==> config.mk <==
export PLATFORM = sky130hd
export DESIGN_NAME = rspec_store_buf
export DESIGN_NICKNAME = d
export VERILOG_FILES = /design/src/rtl/rsb_pkg.sv /design/src/rtl/rsb_ctrl.sv /design/src/rtl/rsb_entries.sv /design/src/rtl/rspec_store_buf.sv
export SDC_FILE = /design/constraint.sdc
export NUM_CORES = 1
export LEC_CHECK = 0
export ABC_CLOCK_PERIOD_IN_PS = 5100
export CAP_MARGIN = 20
export CORE_MARGIN = 2
export CORE_UTILIZATION = 45
export DETAILED_ROUTE_END_ITERATION = 12
export PLACE_DENSITY_LB_ADDON = 0.12
export SLEW_MARGIN = 20
export SYNTH_ARGS = -nofsm -noshare
export SYNTH_HDL_FRONTEND = slang
export SYNTH_SLANG_ARGS = --single-unit
==> constraint.sdc <==
create_clock -name clk -period 5.1 [get_ports clk]
set_input_delay 1.02 -clock clk [delete_from_list [all_inputs] [get_ports clk]]
set_output_delay 1.02 -clock clk [all_outputs]
set_load 0.01 [all_outputs]
==> src/rtl/rsb_pkg.sv <==
package rsb_pkg;
  localparam int DEF_DEPTH = 8;
  localparam int DEF_AW    = 16;
  localparam int DEF_DW    = 32;
endpackage

==> src/rtl/rsb_ctrl.sv <==
module rsb_ctrl #(
  parameter int DEPTH = 8,
  parameter int PW    = $clog2(DEPTH),
  parameter int CW    = PW + 1
) (
  input  logic          clk,
  input  logic          rst_n,
  input  logic          pwr_fail,
  input  logic          st_valid,
  output logic          st_ready,
  input  logic          end_valid,
  output logic          end_ready,
  output logic          mem_valid,
  input  logic          mem_ready,
  output logic          push,
  output logic          pop,
  output logic [PW-1:0] head,
  output logic [PW-1:0] tail,
  output logic [CW-1:0] count,
  output logic          drained
);
  logic [CW-1:0] rel_cnt;
  logic          take_end;

  assign st_ready  = (count != CW'(DEPTH));
  assign end_ready = (rel_cnt == '0);
  assign drained   = (rel_cnt == '0);
  assign mem_valid = (rel_cnt != '0) && !pwr_fail;
  assign push      = st_valid && st_ready && !pwr_fail;
  assign pop       = mem_valid && mem_ready;
  assign take_end  = end_valid && end_ready && !pwr_fail;

  always_ff @(posedge clk or negedge rst_n) begin
    if (!rst_n) begin
      head    <= '0;
      tail    <= '0;
      count   <= '0;
      rel_cnt <= '0;
    end else if (pwr_fail) begin
      tail    <= head;
      count   <= '0;
      rel_cnt <= '0;
    end else begin
      if (push) tail <= tail + 1'b1;
      if (pop)  head <= head + 1'b1;
      count <= count + CW'(push) - CW'(pop);
      if (take_end)  rel_cnt <= count;
      else if (pop)  rel_cnt <= rel_cnt - 1'b1;
    end
  end

  // released entries are always a subset of the held ones
  p_rel_in_count_r2: assert property (@(posedge clk) disable iff (!rst_n)
    rel_cnt <= count);

  // a power failure leaves nothing held and nothing released
  p_pfail_clear_r8: assert property (@(posedge clk) disable iff (!rst_n)
    pwr_fail |=> (count == '0) && drained);

  // the core never offers a store into a full buffer
  p_no_overflow_r6: assert property (@(posedge clk) disable iff (!rst_n)
    st_valid |-> st_ready);
endmodule

==> src/rtl/rsb_entries.sv <==
module rsb_entries #(
  parameter int DEPTH = 8,
  parameter int AW    = 16,
  parameter int DW    = 32,
  parameter int PW    = $clog2(DEPTH),
  parameter int CW    = PW + 1
) (
  input  logic          clk,
  input  logic          rst_n,
  input  logic          pwr_fail,
  input  logic          push,
  input  logic          pop,
  input  logic [PW-1:0] head,
  input  logic [PW-1:0] tail,
  input  logic [CW-1:0] count,
  input  logic [AW-1:0] wr_addr,
  input  logic [DW-1:0] wr_data,
  input  logic [AW-1:0] ld_addr,
  output logic          ld_hit,
  output logic [DW-1:0] ld_data,
  output logic [AW-1:0] head_addr,
  output logic [DW-1:0] head_data
);
  logic [AW-1:0]    addr_q [DEPTH];
  logic [DW-1:0]    data_q [DEPTH];
  logic [DEPTH-1:0] vld_q;

  for (genvar g = 0; g < DEPTH; g++) begin : g_slot
    always_ff @(posedge clk or negedge rst_n) begin
      if (!rst_n) begin
        vld_q[g]  <= 1'b0;
        addr_q[g] <= '0;
        data_q[g] <= '0;
      end else if (pwr_fail) begin
        vld_q[g] <= 1'b0;
      end else if (push && tail == PW'(g)) begin
        vld_q[g]  <= 1'b1;
        addr_q[g] <= wr_addr;
        data_q[g] <= wr_data;
      end else if (pop && head == PW'(g)) begin
        vld_q[g] <= 1'b0;
      end
    end
  end

  assign head_addr = addr_q[head];
  assign head_data = data_q[head];

  // Walk oldest to youngest; a later match overrides an earlier one.
  always_comb begin
    ld_hit  = 1'b0;
    ld_data = '0;
    for (int k = 0; k < DEPTH; k++) begin
      logic [PW-1:0] idx;
      idx = head + PW'(k);
      if (CW'(k) < count && vld_q[idx] && addr_q[idx] == ld_addr) begin
        ld_hit  = 1'b1;
        ld_data = data_q[idx];
      end
    end
  end

  // one valid bit per held entry
  p_valid_count_r1: assert property (@(posedge clk) disable iff (!rst_n)
    $countones(vld_q) == int'(count));
endmodule

==> src/rtl/rspec_store_buf.sv <==
module rspec_store_buf #(
  parameter int DEPTH = rsb_pkg::DEF_DEPTH,
  parameter int AW    = rsb_pkg::DEF_AW,
  parameter int DW    = rsb_pkg::DEF_DW
) (
  input  logic          clk,
  input  logic          rst_n,
  input  logic          pwr_fail,
  input  logic          st_valid,
  output logic          st_ready,
  input  logic [AW-1:0] st_addr,
  input  logic [DW-1:0] st_data,
  input  logic          end_valid,
  output logic          end_ready,
  input  logic [AW-1:0] ld_addr,
  output logic          ld_hit,
  output logic [DW-1:0] ld_data,
  output logic          mem_valid,
  input  logic          mem_ready,
  output logic [AW-1:0] mem_addr,
  output logic [DW-1:0] mem_data,
  output logic          drained
);
  localparam int PW = $clog2(DEPTH);
  localparam int CW = PW + 1;

  logic          push, pop;
  logic [PW-1:0] head, tail;
  logic [CW-1:0] count;

  rsb_ctrl #(.DEPTH(DEPTH), .PW(PW), .CW(CW)) u_ctrl (
    .clk(clk), .rst_n(rst_n), .pwr_fail(pwr_fail),
    .st_valid(st_valid), .st_ready(st_ready),
    .end_valid(end_valid), .end_ready(end_ready),
    .mem_valid(mem_valid), .mem_ready(mem_ready),
    .push(push), .pop(pop), .head(head), .tail(tail),
    .count(count), .drained(drained)
  );

  rsb_entries #(.DEPTH(DEPTH), .AW(AW), .DW(DW), .PW(PW), .CW(CW)) u_ent (
    .clk(clk), .rst_n(rst_n), .pwr_fail(pwr_fail),
    .push(push), .pop(pop), .head(head), .tail(tail), .count(count),
    .wr_addr(st_addr), .wr_data(st_data), .ld_addr(ld_addr),
    .ld_hit(ld_hit), .ld_data(ld_data),
    .head_addr(mem_addr), .head_data(mem_data)
  );

  // a stalled write keeps its content unless power fails
  p_mem_hold_r3: assert property (@(posedge clk) disable iff (!rst_n)
    (mem_valid && !mem_ready) |=>
      (pwr_fail || (mem_valid && $stable(mem_addr) && $stable(mem_data))));
endmodule

Word-level counts from Yosys, hierarchy flattened --
Index checks and enable logic that the tools add are counted.
Cells by class: $mul 0, $lt $le $gt $ge 24, mux-type cells 110, divide/modulo/power cells 0, bitwise logic cells 9, reduce and logical (&&, ||, !) cells 62, equality and inequality tests 23, add/sub/neg operators 11, shifts and indexed selects 0
Operators with widths (count):
- 32-bit binary-select mux with 3-bit select | 8
- 32-bit 2-to-1 mux | 24
- 16-bit binary-select mux with 3-bit select | 8
- 16-bit 2-to-1 mux | 16
- 16-bit == test | 8
- 1-bit 2-to-1 mux | 40
- 1-bit logical AND | 38
- 4-bit >= comparator (second input constant) | 8
- 3-bit by 4-bit < comparator with 1-bit output (second input constant) | 8
- 3-bit inverter with 4-bit output | 8
- 3-bit nonzero test | 9
- 1-bit binary-select mux with 3-bit select | 8
- 3-bit == test (second input constant) | 8
- 2-bit AND reduction | 9
- 3-bit by 4-bit < comparator with 1-bit output (first input constant) | 4
- 4-bit 2-to-1 mux | 4
- 3-bit adder (second input constant) | 4
- 3-bit by 2-bit == test with 1-bit output (second input constant) | 4
- 1-bit by 4-bit < comparator with 1-bit output (first input constant) | 2
- 2-bit by 4-bit < comparator with 1-bit output (first input constant) | 2
- 3-bit by 1-bit adder with 3-bit output (second input constant) | 2
- 3-bit by 2-bit adder with 3-bit output (second input constant) | 2
- 3-bit by 1-bit == test with 1-bit output (second input constant) | 2
- 3-bit zero test | 2
- 10 further kinds | 11
Storage, ports and cells: memories kept 0, memory bits (read-only) 0, latch bits 0, bits in writable memories 0, bits in registers 406, logic and storage cells 267

Depth between registers and ports, before layout --
word-level depth 14, gate-level depth with buffers 24, mapped depth without buffers 13

Modules after synthesis --
Synthesis repeated with hierarchy kept, for this count alone.
Unflattened totals: cell total of the unflattened synthesis 3073, area, all modules 36148.4 um^2
Modules (own cells, without submodules):
- rsb_entries | area each 35227.5 um^2, sequential area each 9809.4 um^2, cells each 2983, instances 1
- rsb_ctrl | area each 920.9 um^2, sequential area each 350.3 um^2, cells each 90, instances 1

Least setup slack after synthesis --
No wires, ideal clock.
kind register to output, from register u_ctrl.head[0], to output port ld_data[9], path slack -0.447 ns, required time 4.080 ns, data arrival time 4.527 ns, stages on the path, launching flop included 23, cell sequence dfrtp_1 > buf_6 > buf_12 > inv_1 > buf_4 > buf_6 > buf_2 > ha_1 > buf_6 > buf_12 > buf_6 > buf_6 > mux2_2 > a221o_1 > or4_1 > o211ai_2 > and4b_1 > buf_4 > buf_6 > nand4_1 > mux2i_1 > o21ai_0 > a311oi_1
On the way: cells in the longest elaborated chain, start to end 14, elaborated cells on any way between the ends 111, classes of those cells add/sub (7); eq/ne (8); mux (72); bitwise (8); reduce/logical (16)
Ends and longest elaborated chain:
- start, declared | RTL line rsb_ctrl.sv:17 | output logic [PW-1:0] head,
- start signal, assigned | RTL line rsb_ctrl.sv:45 | if (pop) head <= head + 1'b1;
- 3-bit by 1-bit adder with 3-bit output or 3-bit inverter with 4-bit output (tied branches) | RTL line rsb_entries.sv:55, rsb_entries.sv:56, rsb_entries.sv:58
- 3-bit inverter with 4-bit output (implied by the code) or 16-bit binary-select mux with 3-bit select (tied branches) | RTL line rsb_entries.sv:56, rsb_entries.sv:58
- 16-bit binary-select mux with 3-bit select or 16-bit 2-to-1 mux (tied branches) | RTL line rsb_entries.sv:56 | if (CW'(k) < count && vld_q[idx] && addr_q[idx] == ld_addr) begin
- 16-bit 2-to-1 mux (implied by the code) | RTL line rsb_entries.sv:56
- 16-bit 2-to-1 mux (implied by the code) or 16-bit == test (tied branches) | RTL line rsb_entries.sv:56
- 16-bit == test or 1-bit logical AND (tied branches) | RTL line rsb_entries.sv:56
- 1-bit logical AND or 32-bit 2-to-1 mux (tied branches) | RTL line rsb_entries.sv:56
- 32-bit 2-to-1 mux (6 in a row) | RTL line rsb_entries.sv:56
- 32-bit 2-to-1 mux * | RTL line rsb_entries.sv:56
- end, declared | RTL line rspec_store_buf.sv:17 | output logic [DW-1:0] ld_data,
Every way passes the cells marked *; elsewhere a longest branch is shown, timed or not. The select of a mux whose other input is x is not followed.

Worst setup path in the final report --
from register u_ctrl.head[1], to output port ld_data[28]
The elaborated chain is that of the path after synthesis.

==> results_dict.tcl <==
set metrics [dict create \
    netlist_area_mm2 0.0360 \
    crit_path_max_incr_delay_ps 500 \
    cp_slowest_cell "dfrtp_4" \
    finalPower_mw 38.6 \
    drt_iter0_markers 2988 \
    antenna_left 0 \
    async_flop_share 1.00 \
    failed_checks "setup timing" \
    drt-vias-per-instance 6.63 \
    p_leak_nw 18.6 \
    hold_viol 0 \
    drv_slew 0 \
    cts_tree "built" \
    dr_wl_met3_um 11200 \
    wl_met2_um 61300 \
    synth-seq-area-share 0.283 \
    area.growth.synth_to_final_pct 24.5 \
    coreArea_mm2 0.0790 \
    grtUsageTotal 0.319 \
    ios 155 \
    path_clk_slew_ps 60 \
    globalplace.congestion 0.977 \
    root_buffer "clkbuf_16" \
    ys_ff_latch 406 \
    synth_edf_count 0 \
    setup_viol 33 \
    grt_overflow_total 0 \
    fin_skew_ps 34.4 \
    syn_nets 3157 \
    period_share 1.16 \
    cp_data_arrival_time_ps 4910 \
    synth_flop_cell "dfrtp_1" \
    grt_pass1_vias 30700 \
    vias 30500 \
    die_y_um 287 \
    port_buffers 154 \
    drive_gt1_frac 0.453 \
    cts_buffer_depth 3 \
    reg2reg_slack_ps 1780 \
    fin_nets 3596 \
    die_area_mm2 0.0822 \
    worstHoldPathType "in2async" \
    netlist_instances 3063 \
    final_common_cell "nand2_1" \
    clock_latency_ps 640 \
    cp-start-kind "flop" \
    synth_area_leader_cell "dfrtp_1" \
    rsz0062_at_grt "true" \
    maxCapViolCount 0 \
    fmax_ghz 0.169 \
    crit_chain "ha_1, ha_4, buf_4, mux4_2, mux2i_4, xor2_2, nand4_1, nor3_4, and2_4, buf_4, buf_8, a221oi_1, or3_1, a311oi_2, buf_2" \
    yosysTopAreaCellShare 0.283 \
    drt-total-wl_um 132000 \
    hpwl_um 88200 \
    cp_max_fo 9 \
    utilization 0.567 \
    end_kind "primary output" \
    yosys.cell_types.count 82 \
    rr_endpoint "u_ent.data_q[218]" \
    power_density_mw_per_mm2 861 \
    worst_r2r_startpoint "u_ctrl.count[3]" \
    drt-met1-wl_um 54800 \
    initial_utilization 0.455 \
    path_common_cell "buf_4" \
    h-tree-depth 2 \
    filler_cell_count 6549 \
    drt-pass1-iter-count 6 \
    peakVddDrop_mv 0.485 \
    fin_ws_ps -827 \
    highest_layer "met5" \
    slew_headroom 0.247 \
    worstSetupPathType "reg2out" \
    layout_min_cycle_time_ps 5930 \
    die_x_um 287 \
    crit_required_ps 4080 \
    cts.sinks 406 \
    avgSynthCellArea_um2 11.7 \
    ys_top_cells_by_area "dfrtp_1, mux4_2, mux2_2" \
    grt_pass1_wl_um 199000 \
    cts_buffers 50 \
    grt_max_degree 117 \
    remaining_drc_errors 0 \
    tightest_slew_ps 1130 \
    status "finished with violations" \
    mostFrequentLayoutCells "nand2_1, mux2_2, buf_4, dfrtp_1, mux4_2" \
    yosys_warnings 0 \
    r2r_cells 11 \
    wl_per_cell_um 28.7 \
    antenna_found_initial 9 \
    fp-row-count 103 \
]
## state kept, by name, indices dropped and copies added, names as in the netlist
| signal | cells |
|---|---|
| u_ctrl.count | 4 |
| u_ctrl.head | 3 |
| u_ctrl.rel_cnt | 4 |
| u_ctrl.tail | 3 |
| u_ent.addr_q | 128 |
| u_ent.data_q | 256 |
| u_ent.vld_q | 8 |
## cell families (layout without fill, tap and decap cells)
group,after synthesis,after routing,share of synthesized area
simple gates,799,799,0.101
xor+xnor,139,139,0.0341
compound gates,266,266,0.0572
mux,1110,1110,0.468
buf+inv,319,797,0.0493
fa+ha+maj,24,24,0.00856
other cells,0,3,0
flops,406,406,0.283
## metal layers
metal / up-vias / track usage
met5: - / 0
met3: 348 / 0.0591
met4: 12 / 0.112
met2: 1553 / 0.496
li1: 12800 / -
met1: 15800 / 0.449
## final cells by class
| class | count | area (um2) | share of cell area |
|---|---|---|---|
| Multi-Input combinational cell | 2338 | 24800 | 0.555 |
| Tap cell | 1050 | 1310 | 0.0293 |
| Clock inverter | 15 | 168 | 0.00375 |
| Sequential cell | 406 | 10200 | 0.227 |
| Timing Repair Buffer | 679 | 6690 | 0.149 |
| Inverter | 27 | 111 | 0.00249 |
| Antenna cell | 3 | 7.51 | 0.000168 |
| Clock buffer | 76 | 1470 | 0.0328 |
## where the power goes
group	total [mW]	leakage, nW	internal [mW]	switching (mW)
combinational	28.3	12.8	14.5	13.8
sequential	6.65	5.05	4.74	1.91
clock	3.58	0.805	2.08	1.50
total	38.6	18.6	21.4	17.2
## how the worst max path moves through the flow
| stage | startpoint | end | slack [ps] | cells after the start |
|---|---|---|---|---|
| finish | u_ctrl.head[1] | ld_data[28] | -830 | 15 |
| global route | u_ctrl.head[0] | ld_data[3] | -930 | 19 |
| CTS | u_ctrl.head[1] | ld_data[12] | -820 | 19 |
| detailed placement | ld_addr[4] | ld_data[27] | -730 | 14 |
| global placement | ld_addr[4] | ld_data[20] | -740 | 14 |
| floorplan | u_ctrl.head[0] | ld_data[2] | -120 | 22 |
## per-stage QoR
stage	setup slack (ps)	area, um2	setup TNS (ps)	instances	hold slack, ps
floorplan	-117	36200	-3320	3063	526
global placement	-741	41900	-21850	4443	527
detailed placement	-726	41900	-21350	4443	533
CTS	-822	44400	-23950	4576	410
global route	-934	44800	-28520	4593	451
finish	-827	44800	-24120	4594	390
## synth_stat cells (4+ instances only)
cell / number
xnor2_1: 96
a32o_1: 32
mux4_2: 400
a2111oi_0: 4
mux4_1: 9
or2_2: 4
a221oi_1: 39
nor2_1: 66
o21ai_0: 22
buf_1: 41
nand3_1: 48
o22ai_1: 9
a2bb2oi_1: 4
xor2_1: 42
nand4_1: 56
nor3_1: 6
buf_12: 6
and2_1: 7
mux2_2: 438
a311oi_1: 31
a21oi_1: 25
clkbuf_1: 100
nand2b_1: 8
inv_1: 22
nor4_1: 8
a31oi_1: 6
nand2_1: 484
nor2b_1: 9
or3_1: 37
a211oi_1: 8
a22oi_1: 22
ha_1: 23
dfrtp_1: 406
and3_1: 39
a22o_1: 6
buf_4: 45
o21ai_1: 25
nand3b_1: 9
mux2i_1: 261
buf_2: 71
inv_2: 5
and4_1: 4
buf_6: 28
## critical path: cells and delay by family (launching register included)
kind	cells	cell delay, ps
compound gates	2	440
xor+xnor	1	260
fa+ha+maj	2	710
buf+inv	4	650
flops	1	500
mux	2	540
simple gates	4	1190
## what timing repair did
| action | CTS | global route |
|---|---|---|
| buffers inserted | 38 | 17 |
| gates cloned | 8 | 1 |
| setup endpoints to repair | 41 | 43 |
| resized for setup | 224 | 45 |
| pin swaps | 64 | 39 |
| hold buffers | 0 | 0 |
Note: power is estimated with default switching activity, not from simulation.
